--- src/rtl/mpx_pkg.sv ---
`timescale 1ns/1ps
package mpx_pkg;
  localparam int NDET  = 4;
  localparam int IDX_W = $clog2(NDET);

  typedef enum logic {MODE_SINGLE = 1'b0, MODE_COINC = 1'b1} arb_mode_e;

  // lowest set position; zero when the vector is empty
  function automatic logic [IDX_W-1:0] low_idx(input logic [NDET-1:0] v);
    logic [IDX_W-1:0] r;
    r = '0;
    for (int i = NDET - 1; i >= 0; i--) begin
      if (v[i]) r = IDX_W'(i);
    end
    return r;
  endfunction
endpackage

--- src/rtl/mpx_event_counters.sv ---
`timescale 1ns/1ps
module mpx_event_counters #(
  parameter int NDET  = 4,
  parameter int CNT_W = 8
) (
  input  logic                  clk,
  input  logic                  rst_n,
  input  logic                  clr,
  input  logic [NDET-1:0]       hit,
  output logic [NDET*CNT_W-1:0] cnt
);
  for (genvar k = 0; k < NDET; k++) begin : g_cnt
    logic [CNT_W-1:0] c_q;
    always_ff @(posedge clk or negedge rst_n) begin
      if (!rst_n)                     c_q <= '0;
      else if (clr)                   c_q <= '0;
      else if (hit[k] && c_q != '1)   c_q <= c_q + 1'b1;
    end
    assign cnt[k*CNT_W +: CNT_W] = c_q;
  end
endmodule

--- src/rtl/mpx_timebase.sv ---
`timescale 1ns/1ps
module mpx_timebase #(
  parameter int CODE_W  = 12,
  parameter int MAX_WIN = 62,
  parameter int WIN_W   = 6
) (
  input  logic              clk,
  input  logic              rst_n,
  input  logic              gate,
  input  logic              frame_start,
  output logic [CODE_W-1:0] tcnt,
  output logic              gate_fall,
  output logic              arm_ok,
  output logic [WIN_W-1:0]  win_cur
);
  logic             gate_q;
  logic [WIN_W-1:0] done_q;

  always_ff @(posedge clk or negedge rst_n) begin
    if (!rst_n) begin
      gate_q <= 1'b0;
      tcnt   <= '0;
      done_q <= '0;
    end else begin
      gate_q <= gate;
      if (!gate)            tcnt <= '0;
      else if (tcnt != '1)  tcnt <= tcnt + 1'b1;
      if (frame_start)                done_q <= '0;
      else if (gate_fall && arm_ok)   done_q <= done_q + 1'b1;
    end
  end

  assign gate_fall = gate_q && !gate;
  assign arm_ok    = done_q < WIN_W'(MAX_WIN);
  assign win_cur   = done_q + 1'b1;
endmodule

--- src/rtl/mpx_arbiter.sv ---
`timescale 1ns/1ps
module mpx_arbiter
  import mpx_pkg::*;
#(
  parameter int CODE_W = 12,
  parameter int CW_W   = 4
) (
  input  logic              clk,
  input  logic              rst_n,
  input  logic              en,
  input  logic [NDET-1:0]   det,
  input  arb_mode_e         mode,
  input  logic [CW_W-1:0]   cw,
  input  logic [CODE_W-1:0] tcnt,
  output logic              done,
  output logic [IDX_W-1:0]  idx,
  output logic [CODE_W-1:0] code,
  output logic              req,
  output logic [IDX_W-1:0]  req_idx
);
  logic              open_q;
  logic [NDET-1:0]   first_q;
  logic [CW_W:0]     wcnt_q;

  logic              open_ok, win_now, nxt_open;
  logic [IDX_W-1:0]  win_sel, opener;
  logic [NDET-1:0]   partners, rest, op_oh, nxt_first;
  logic [CW_W:0]     nxt_wcnt;

  always_comb begin
    open_ok   = open_q && (wcnt_q <= {1'b0, cw});
    partners  = det & ~first_q;
    opener    = low_idx(det);
    op_oh     = NDET'(1) << opener;
    rest      = det & ~op_oh;
    win_now   = 1'b0;
    win_sel   = '0;
    nxt_open  = open_q;
    nxt_first = first_q;
    nxt_wcnt  = (open_q && wcnt_q != '1) ? wcnt_q + 1'b1 : wcnt_q;
    if (en && !done) begin
      if (mode == MODE_SINGLE) begin
        win_now = |det;
        win_sel = opener;
      end else if (open_ok && |partners) begin
        win_now = 1'b1;
        win_sel = low_idx(partners);
      end else if (!open_ok && |det) begin
        if (|rest) begin
          win_now = 1'b1;
          win_sel = low_idx(rest);
        end else begin
          nxt_open  = 1'b1;
          nxt_first = op_oh;
          nxt_wcnt  = 1;
        end
      end
    end
  end

  always_ff @(posedge clk or negedge rst_n) begin
    if (!rst_n) begin
      done <= 1'b0; idx <= '0; code <= '0;
      open_q <= 1'b0; first_q <= '0; wcnt_q <= '0;
      req <= 1'b0; req_idx <= '0;
    end else begin
      req     <= win_now;
      req_idx <= win_sel;
      if (!en) begin
        done <= 1'b0; idx <= '0; code <= '0;
        open_q <= 1'b0; first_q <= '0; wcnt_q <= '0;
      end else begin
        if (win_now) begin
          done <= 1'b1;
          idx  <= win_sel;
          code <= tcnt;
        end
        open_q  <= nxt_open;
        first_q <= nxt_first;
        wcnt_q  <= nxt_wcnt;
      end
    end
  end
endmodule

--- src/rtl/mpx_result_slot.sv ---
`timescale 1ns/1ps
module mpx_result_slot #(
  parameter int IDX_W  = 2,
  parameter int CODE_W = 12,
  parameter int WIN_W  = 6
) (
  input  logic              clk,
  input  logic              rst_n,
  input  logic              load,
  input  logic              l_hit,
  input  logic [IDX_W-1:0]  l_idx,
  input  logic [CODE_W-1:0] l_code,
  input  logic [WIN_W-1:0]  l_win,
  input  logic              ready,
  output logic              valid,
  output logic              hit,
  output logic [IDX_W-1:0]  idx,
  output logic [CODE_W-1:0] code,
  output logic [WIN_W-1:0]  win
);
  always_ff @(posedge clk or negedge rst_n) begin
    if (!rst_n) begin
      valid <= 1'b0; hit <= 1'b0; idx <= '0; code <= '0; win <= '0;
    end else if (load && (!valid || ready)) begin
      valid <= 1'b1;
      hit   <= l_hit;
      idx   <= l_hit ? l_idx : '0;
      code  <= l_hit ? l_code : '0;
      win   <= l_win;
    end else if (valid && ready) begin
      valid <= 1'b0;
    end
  end
endmodule

--- src/rtl/mpx_tdc_share_ctrl.sv ---
`timescale 1ns/1ps
module mpx_tdc_share_ctrl
  import mpx_pkg::*;
#(
  parameter int CNT_W   = 8,
  parameter int CODE_W  = 12,
  parameter int CW_W    = 4,
  parameter int MAX_WIN = 62,
  localparam int WIN_W  = $clog2(MAX_WIN + 1)
) (
  input  logic                  clk,
  input  logic                  rst_n,
  input  logic                  gate_i,
  input  logic                  frame_start_i,
  input  logic [NDET-1:0]       det_i,
  input  logic                  coinc_mode_i,
  input  logic [CW_W-1:0]       coinc_win_i,
  output logic [NDET*CNT_W-1:0] cnt_o,
  output logic                  conv_req_o,
  output logic [IDX_W-1:0]      conv_sel_o,
  output logic                  res_valid_o,
  input  logic                  res_ready_i,
  output logic                  res_hit_o,
  output logic [IDX_W-1:0]      res_idx_o,
  output logic [CODE_W-1:0]     res_code_o,
  output logic [WIN_W-1:0]      res_win_o
);
  logic [NDET-1:0]   det_g;
  logic [CODE_W-1:0] tcnt;
  logic              gate_fall, arm_ok, a_done;
  logic [WIN_W-1:0]  win_cur;
  logic [IDX_W-1:0]  a_idx;
  logic [CODE_W-1:0] a_code;

  assign det_g = det_i & {NDET{gate_i}};

  mpx_event_counters #(.NDET(NDET), .CNT_W(CNT_W)) u_cnt (
    .clk(clk), .rst_n(rst_n), .clr(frame_start_i), .hit(det_g), .cnt(cnt_o)
  );

  mpx_timebase #(.CODE_W(CODE_W), .MAX_WIN(MAX_WIN), .WIN_W(WIN_W)) u_tb (
    .clk(clk), .rst_n(rst_n), .gate(gate_i), .frame_start(frame_start_i),
    .tcnt(tcnt), .gate_fall(gate_fall), .arm_ok(arm_ok), .win_cur(win_cur)
  );

  mpx_arbiter #(.CODE_W(CODE_W), .CW_W(CW_W)) u_arb (
    .clk(clk), .rst_n(rst_n), .en(gate_i && arm_ok), .det(det_g),
    .mode(arb_mode_e'(coinc_mode_i)), .cw(coinc_win_i), .tcnt(tcnt),
    .done(a_done), .idx(a_idx), .code(a_code),
    .req(conv_req_o), .req_idx(conv_sel_o)
  );

  mpx_result_slot #(.IDX_W(IDX_W), .CODE_W(CODE_W), .WIN_W(WIN_W)) u_res (
    .clk(clk), .rst_n(rst_n), .load(gate_fall && arm_ok),
    .l_hit(a_done), .l_idx(a_idx), .l_code(a_code), .l_win(win_cur),
    .ready(res_ready_i), .valid(res_valid_o), .hit(res_hit_o),
    .idx(res_idx_o), .code(res_code_o), .win(res_win_o)
  );
endmodule

--- config.mk ---
export PLATFORM = sky130hd
export DESIGN_NAME = mpx_tdc_share_ctrl
export DESIGN_NICKNAME = d
export VERILOG_FILES = /design/src/rtl/mpx_pkg.sv /design/src/rtl/mpx_event_counters.sv /design/src/rtl/mpx_timebase.sv /design/src/rtl/mpx_arbiter.sv /design/src/rtl/mpx_result_slot.sv /design/src/rtl/mpx_tdc_share_ctrl.sv
export SDC_FILE = /design/constraint.sdc
export NUM_CORES = 1
export LEC_CHECK = 0
export CAP_MARGIN = 20
export CORE_MARGIN = 1
export CORE_UTILIZATION = 40
export DETAILED_ROUTE_END_ITERATION = 16
export SLEW_MARGIN = 40
export SYNTH_ARGS = -nofsm -noshare
export SYNTH_HDL_FRONTEND = slang
export SYNTH_SLANG_ARGS = --single-unit
--- constraint.sdc ---
create_clock -name clk -period 4.1 [get_ports clk]
set_input_delay 0.41 -clock clk [delete_from_list [all_inputs] [get_ports clk]]
set_output_delay 0.41 -clock clk [all_outputs]
set_load 0.01 [all_outputs]
==> results of run 1 <==
-- power by group through the flow --
stage                     registers [uW]  logic, uW  clock network [uW]
after global placement              1060        191                   0
after floorplan                     1060        106                   0
after CTS                           1050        196                 887
after global routing                1050        215                 922
final                               1050        192                 861
after detailed placement            1070        195                   0
-- synth_stat cells, types with 2 or more instances --
cell	n	area [um2]
buf_6	2	22.5
or3_1	9	56.3
and4_1	3	26.3
o21ai_0	24	120
inv_1	22	82.6
nor4_2	2	25.0
nor3_1	2	10.0
mux2i_1	21	210
a2111oi_2	2	30.0
and2_1	2	12.5
xor2_1	20	175
nand2_1	72	270
xnor2_1	20	175
ha_1	12	150
a211oi_1	3	22.5
nor2_1	58	218
buf_2	4	20.0
nand4_1	11	68.8
a31o_1	2	17.5
and3_1	10	62.6
clkbuf_1	11	41.3
a31oi_1	2	12.5
a21oi_1	17	85.1
nand3_1	21	105
o211a_2	2	20.0
nand2b_1	3	18.8
o21ai_1	13	65.1
dfrtp_1	101	2530
nor2b_1	6	37.5
a21o_1	3	22.5
buf_1	4	15.0
a32o_1	3	30.0
-- final cells by class --
class                           count  share of cell area (%)
Sequential cell                   101                    41.8
Multi-Input combinational cell    359                    36.6
Timing Repair Buffer               75                    12.2
Clock buffer                       10                    3.79
Tap cell                          147                    3.04
Inverter                           22                    1.37
Clock inverter                      6                    1.16
-- flip-flops by register name, summed over array words and instances, names as in the netlist --
signal / cells
u_arb.wcnt_q: 5
u_cnt.g_cnt.c_q: 32
u_res.win: 6
u_tb.done_q: 6
u_arb.code: 12
u_tb.tcnt: 12
u_arb.open_q: 1
u_tb.gate_q: 1
u_arb.req: 1
u_arb.idx: 2
u_arb.first_q: 4
u_arb.req_idx: 2
u_res.idx: 2
u_res.hit: 1
u_res.valid: 1
u_res.code: 12
u_arb.done: 1
-- cells in the final DEF, fill, tap and decap left out, types with 2 or more instances in the layout --
master / netlist / layout
a2111oi_2: 2 / 2
a211oi_1: 3 / 3
a21o_1: 3 / 3
a21oi_1: 17 / 17
a31o_1: 2 / 2
a31oi_1: 2 / 2
a32o_1: 3 / 3
and2_1: 2 / 2
and3_1: 10 / 10
and4_1: 3 / 3
buf_4: 1 / 5
clkbuf_16: 0 / 9
clkdlybuf4s50_1: 0 / 69
dfrtp_1: 101 / 101
ha_1: 12 / 12
inv_1: 22 / 22
inv_6: 0 / 3
mux2i_1: 21 / 21
nand2_1: 72 / 72
nand2b_1: 3 / 3
nand3_1: 21 / 21
nand4_1: 11 / 11
nor2_1: 58 / 58
nor2b_1: 6 / 6
nor3_1: 2 / 2
nor4_2: 2 / 2
o211a_2: 2 / 2
o21ai_0: 24 / 24
o21ai_1: 13 / 13
or3_1: 9 / 9
xnor2_1: 20 / 20
xor2_1: 20 / 20
-- final timing paths --
kind / start / end / slack [ps] / cells after the start
worst min-delay path: rst_n / u_cnt.g_cnt[1].c_q[6] / 50 / 1
worst min register to register: u_res.code[1] / u_res.code[1] / 480 / 2
min in group clk: u_res.code[1] / u_res.code[1] / 480 / 2
max in group asynchronous: rst_n / u_res.idx[0] / 3130 / 2
worst max register to register: u_arb.wcnt_q[2] / u_arb.code[9] / 1560 / 7
worst max-delay path: coinc_win_i[2] / u_arb.code[9] / 1430 / 9
-- stage by stage --
stage                     setup slack (ps)  total power [uW]  cell area (um2)  utilization, %
after floorplan                       1930              1170             4930               -
after global placement                1090              1260             5740            47.8
after detailed placement              1030              1260             5750            47.8
after CTS                             1380              2130             6040            50.3
after global routing                  1200              2190             6040            50.3
final                                 1430              2100             6040            50.3
-- critical path, delay by kind of cell --
family / cells / cell delay, ps
multiplexers: 2 / 480
adder cells (fa/ha/maj): 1 / 310
buffers and inverters: 2 / 490
AO/OA/AOI/OAI: 3 / 650
AND/OR/NAND/NOR: 1 / 590
-- cell families (layout without fill, tap and decap cells) --
family                   count (synthesis)  in the layout  synth area share (%)
AND/OR/NAND/NOR                        205            205                  19.8
AO/OA/AOI/OAI                           78             78                  9.98
buffers and inverters                   44            113                  3.83
adder cells (fa/ha/maj)                 12             12                  3.05
flip-flops                             101            101                  51.3
XOR/XNOR                                40             40                  7.11
multiplexers                            24             24                  5.00
-- routing by layer --
| metal | up-vias | part of all wire, % | track usage [%] |
|---|---|---|---|
| met5 | - | 0 | 0 |
| met4 | 0 | 0.98 | 4.82 |
| met3 | 7 | 3.3 | 3.75 |
| met2 | 46 | 47 | 28.0 |
| met1 | 1763 | 49 | 23.3 |
| li1 | 1844 | - | - |
==> out/results.ini, run 1 <==
[finish]
drive_above_1_share_pct=5.93
multi_input_area_um2=2210
final-instance-count-excl-fill=720
fillers=1138
area_growth_pct=22.6
antenna_cells=0
ff_latch_area_um2=2530
nets=594

[global_route]
grt_pass1_wl_um=17600
antenna_found_initial=0
grt_max_degree=67
grt_pass1_vias=3657
globalRouteOverflowTotal=0
track_usage_pct=17.2

[synthesis]
synth_edf_count=0
syn-num-nets=530
synthArstFlopShare_pct=100
synthCells=504
yosysSeqAreaShare_pct=51.3
synth_area_per_cell_um2=9.78
syn_area_um2=4930
ys_ff_latch=101
synthDistinctLibCells=49
yosys_most_used_dff=dfrtp_1
yosys_warnings=0

[clock_tree]
cts_repair_resize_count=0
post_cts_buffers=0
clkLatencyLatePin_ps=350
cts_buffer_depth=2
clkTransAtPathRegs_ps=70
cts_tree=done
hold_buffers=0
clock_sinks=101
cts_max_level=3
cts_buffers=9
cts-root-buf=clkbuf_16

[worst_setup_path]
crit_chain=clkdlybuf4s50_1 -> inv_1 -> ha_1 -> a21o_1 -> a211oi_1 -> o21ai_2 -> mux2i_2 -> nor3_4 -> mux2i_1
worst_setup_path_end_kind=flip-flop
critPathLaunchType=input port
path_max_fanout=13
slowest_delay_ps=590
cp_slowest_cell=nor3_4
crit_required_ps=4360
critPathArrivalTime_ps=2930
path_class=input port to flip-flop

[power_and_ir_drop]
p_int_uw=1580
p_seq_share_pct=49.8
p_comb_share_pct=9.2
ir_worst_vdd_uv=216
power_density_nw_per_um2=347
power_leakage_uw=0.00258
clockPowerShare_pct=41.0
swShare_pct=24.6
p_switching_uw=517

[routing]
num_vias=3660
drt_iter0_markers=167
ant_nets=0
remaining_drc_errors=2
drt_first_pass_iters=10
vias_per_cell=5.08
wire_per_inst_um=14.3
wirelength_um=10300

[sta]
slew_headroom_pct=50.4
hold_ws_ps=46.2
finalHoldViolCount=0
period_needed_ps=2670
worst_slew_pin_slew_ps=742
period_share_pct=65.2
setup_violations=0
setup-tns-final_ps=0
rsz0062_at_grt=false
max_freq_mhz=374
drv_slew=0
finalClockSkew_ps=11.5

[floorplan]
core_area_um2=12000
die-height_um=113
initial_core_util_pct=41.0
die_area_um2=12800
dieWidth_um=113
ios=71
rows=40

[outcome]
status=complete, but fails checks
failed_checks=design-rule violations

[place]
dpl.cell_count=704
io_buffers=70
place.gp.congestion=0.775
hpwl_um=7210

[job]
drv_cap=0

[min_path]
hold_class=input port to async pin

(Power assumes the default switching activity.)
==> run 2: changes to the inputs <==
- clock period: 4.1 -> 2.55 ns (I/O delays scaled with it)
==> out/results.ini, run 2 (same netlist as run 1, synthesis figures left out) <==
[clock_tree]
cts_buffers=9  ; unchanged
clkLatencyLatePin_ps=340  ; was 350 ps
cts-root-buf=clkbuf_16  ; unchanged
cts_max_level=3  ; unchanged
clock_sinks=101  ; unchanged
cts_buffer_depth=2  ; unchanged
clkTransAtPathRegs_ps=60  ; was 70 ps
cts_tree=done  ; unchanged
cts_repair_resize_count=0  ; unchanged
post_cts_buffers=0  ; unchanged

[power_and_ir_drop]
ir_worst_vdd_uv=279  ; was 216 uV
p_comb_share_pct=10.0  ; was 9.2%
power_leakage_uw=0.00265  ; was 0.00258 uW
p_seq_share_pct=49.2  ; was 49.8%
swShare_pct=23.6  ; was 24.6%
power.total_uw=3400  ; was 2100 uW
p_int_uw=2600  ; was 1580 uW
p_switching_uw=801  ; was 517 uW
clockPowerShare_pct=40.7  ; was 41.0%
power_density_nw_per_um2=550  ; was 347 nW/um2

[job]
drv_cap=0  ; unchanged

[min_path]
hold_class=input port to async pin  ; unchanged

[place]
place.gp.congestion=0.805  ; was 0.775
hpwl_um=7350  ; was 7210 um
dpl.cell_count=715  ; was 704
io_buffers=70  ; unchanged

[floorplan]
dieWidth_um=113  ; unchanged
die_area_um2=12800  ; unchanged
core_area_um2=12000  ; unchanged
initial_core_util_pct=41.0  ; unchanged
die-height_um=113  ; unchanged
ios=71  ; unchanged
rows=40  ; unchanged

[global_route]
grt_pass1_vias=3675  ; was 3657
track_usage_pct=17.6  ; was 17.2%
antenna_found_initial=0  ; unchanged
globalRouteOverflowTotal=0  ; unchanged
grt_pass1_wl_um=17800  ; was 17600 um
grt_max_degree=71  ; was 67

[finish]
area_growth_pct=25.2  ; was 22.6%
final_common_cell=dfrtp_1  ; unchanged
nets=606  ; was 594
drive_above_1_share_pct=7.71  ; was 5.93%
largest_register_ffs=32  ; unchanged
final-instance-count-excl-fill=731  ; was 720
final_cell_mix=101 x dfrtp_1, 72 x nand2_1, 69 x clkdlybuf4s50_1  ; unchanged
antenna_cells=0  ; unchanged
finish.utilization_pct=51.4  ; was 50.3%
largest-register=u_cnt.g_cnt.c_q  ; unchanged

[sta]
setup_violations=0  ; unchanged
max_freq_mhz=448
finalHoldViolCount=0  ; unchanged
rsz0062_at_grt=false  ; unchanged
period_needed_ps=2230
worst_slew_pin_slew_ps=529  ; was 742 ps
finalClockSkew_ps=3.35  ; was 11.5 ps
drv_slew=0  ; unchanged
period_share_pct=87.6
slew_headroom_pct=64.2  ; was 50.4%

[routing]
remaining_drc_errors=1  ; was 2
drt_first_pass_iters=10  ; unchanged
wire_per_inst_um=14.2  ; was 14.3 um
num_vias=3742  ; was 3660
vias_per_cell=5.12  ; was 5.08
ant_nets=0  ; unchanged
wirelength_um=10400  ; was 10300 um
drt_iter0_markers=155  ; was 167

[worst_setup_path]
path_buf_inv=1  ; was 2
reg2reg_depth=8  ; was 7
path_class=flip-flop to flip-flop  ; was input port to flip-flop
crit_cells=8  ; was 9
worst_setup_path_end_kind=flip-flop  ; unchanged
slowest_delay_ps=420  ; was 590 ps
crit_chain=ha_1 -> a21o_1 -> a211oi_1 -> o21ai_2 -> mux2i_2 -> nor3_4 -> buf_12 -> mux2i_1  ; was clkdlybuf4s50_1 -> inv_1 -> ha_1 -> a21o_1 -> a211oi_1 -> o21ai_2 -> mux2i_2 -> nor3_4 -> mux2i_1
path_max_fanout=13  ; unchanged
cp_slowest_cell=dfrtp_1  ; was nor3_4
cp_top_family=compound AO/OA/AOI/OAI gates  ; unchanged
critPathLaunchType=flip-flop  ; was input port
critPathArrivalTime_ps=2500  ; was 2930 ps
crit_required_ps=2820  ; was 4360 ps

[outcome]
status=complete, but fails checks  ; unchanged
failed_checks=design-rule violations  ; unchanged

==> run 2: final cells by class <==
| type | count | area [um2] |
|---|---|---|
| fill | 1129 | 5840 |
| sequential | 101 | 2530 |
| timing repair buffer | 87 | 866 |
| clock inverter | 4 | 47.5 |
| inverter | 22 | 82.6 |
| clock buffer | 11 | 253 |
| multi-input combinational | 359 | 2210 |
| tap | 147 | 184 |
==> run 2: what timing repair did <==
action / CTS / global route
setup endpoints to repair: 0 / 0
hold buffers: 1 / 0
hold endpoints to repair: 31 / 0
==> run 2: through the flow <==
stage,hold slack [ps],worst slack (ps),setup TNS [ps],instance area (um2)
after floorplan,-40.6,422,0,4930
after detailed placement,232,-31.8,-184,5860
final,388,315,0,6170
after global routing,435,95.8,0,6170
after CTS,394,286,0,6170
after global placement,230,40.6,0,5860
==> run 2: path summary, 6_finish.rpt <==
| kind | from | end | slack, ps |
|---|---|---|---|
| min | rst_n | u_cnt.g_cnt[1].c_q[7] | 390 |
| min reg2reg | u_res.code[5] | u_res.code[5] | 480 |
| max in group asynchronous | rst_n | u_arb.wcnt_q[3] | 1440 |
| max | u_arb.wcnt_q[2] | u_arb.code[9] | 320 |
| min in group clk | u_res.code[5] | u_res.code[5] | 480 |
| max reg2reg | u_arb.wcnt_q[2] | u_arb.code[9] | 320 |
==> run 2: per-layer routing <==
metal	up-vias	share of wire [%]	track usage (%)
met5	-	0	0
li1	1866	-	-
met2	57	45	27.3
met4	0	1.6	6.32
met3	13	3.4	4.23
met1	1806	50	24.0
==> run 2: power by group through the flow <==
stage | sequential [uW] | combinational, uW | clock [uW]
finish | 1670 | 341 | 1380
global route | 1680 | 381 | 1490
CTS | 1670 | 347 | 1440
detailed placement | 1700 | 344 | 0
global placement | 1700 | 340 | 0
floorplan | 1710 | 171 | 0
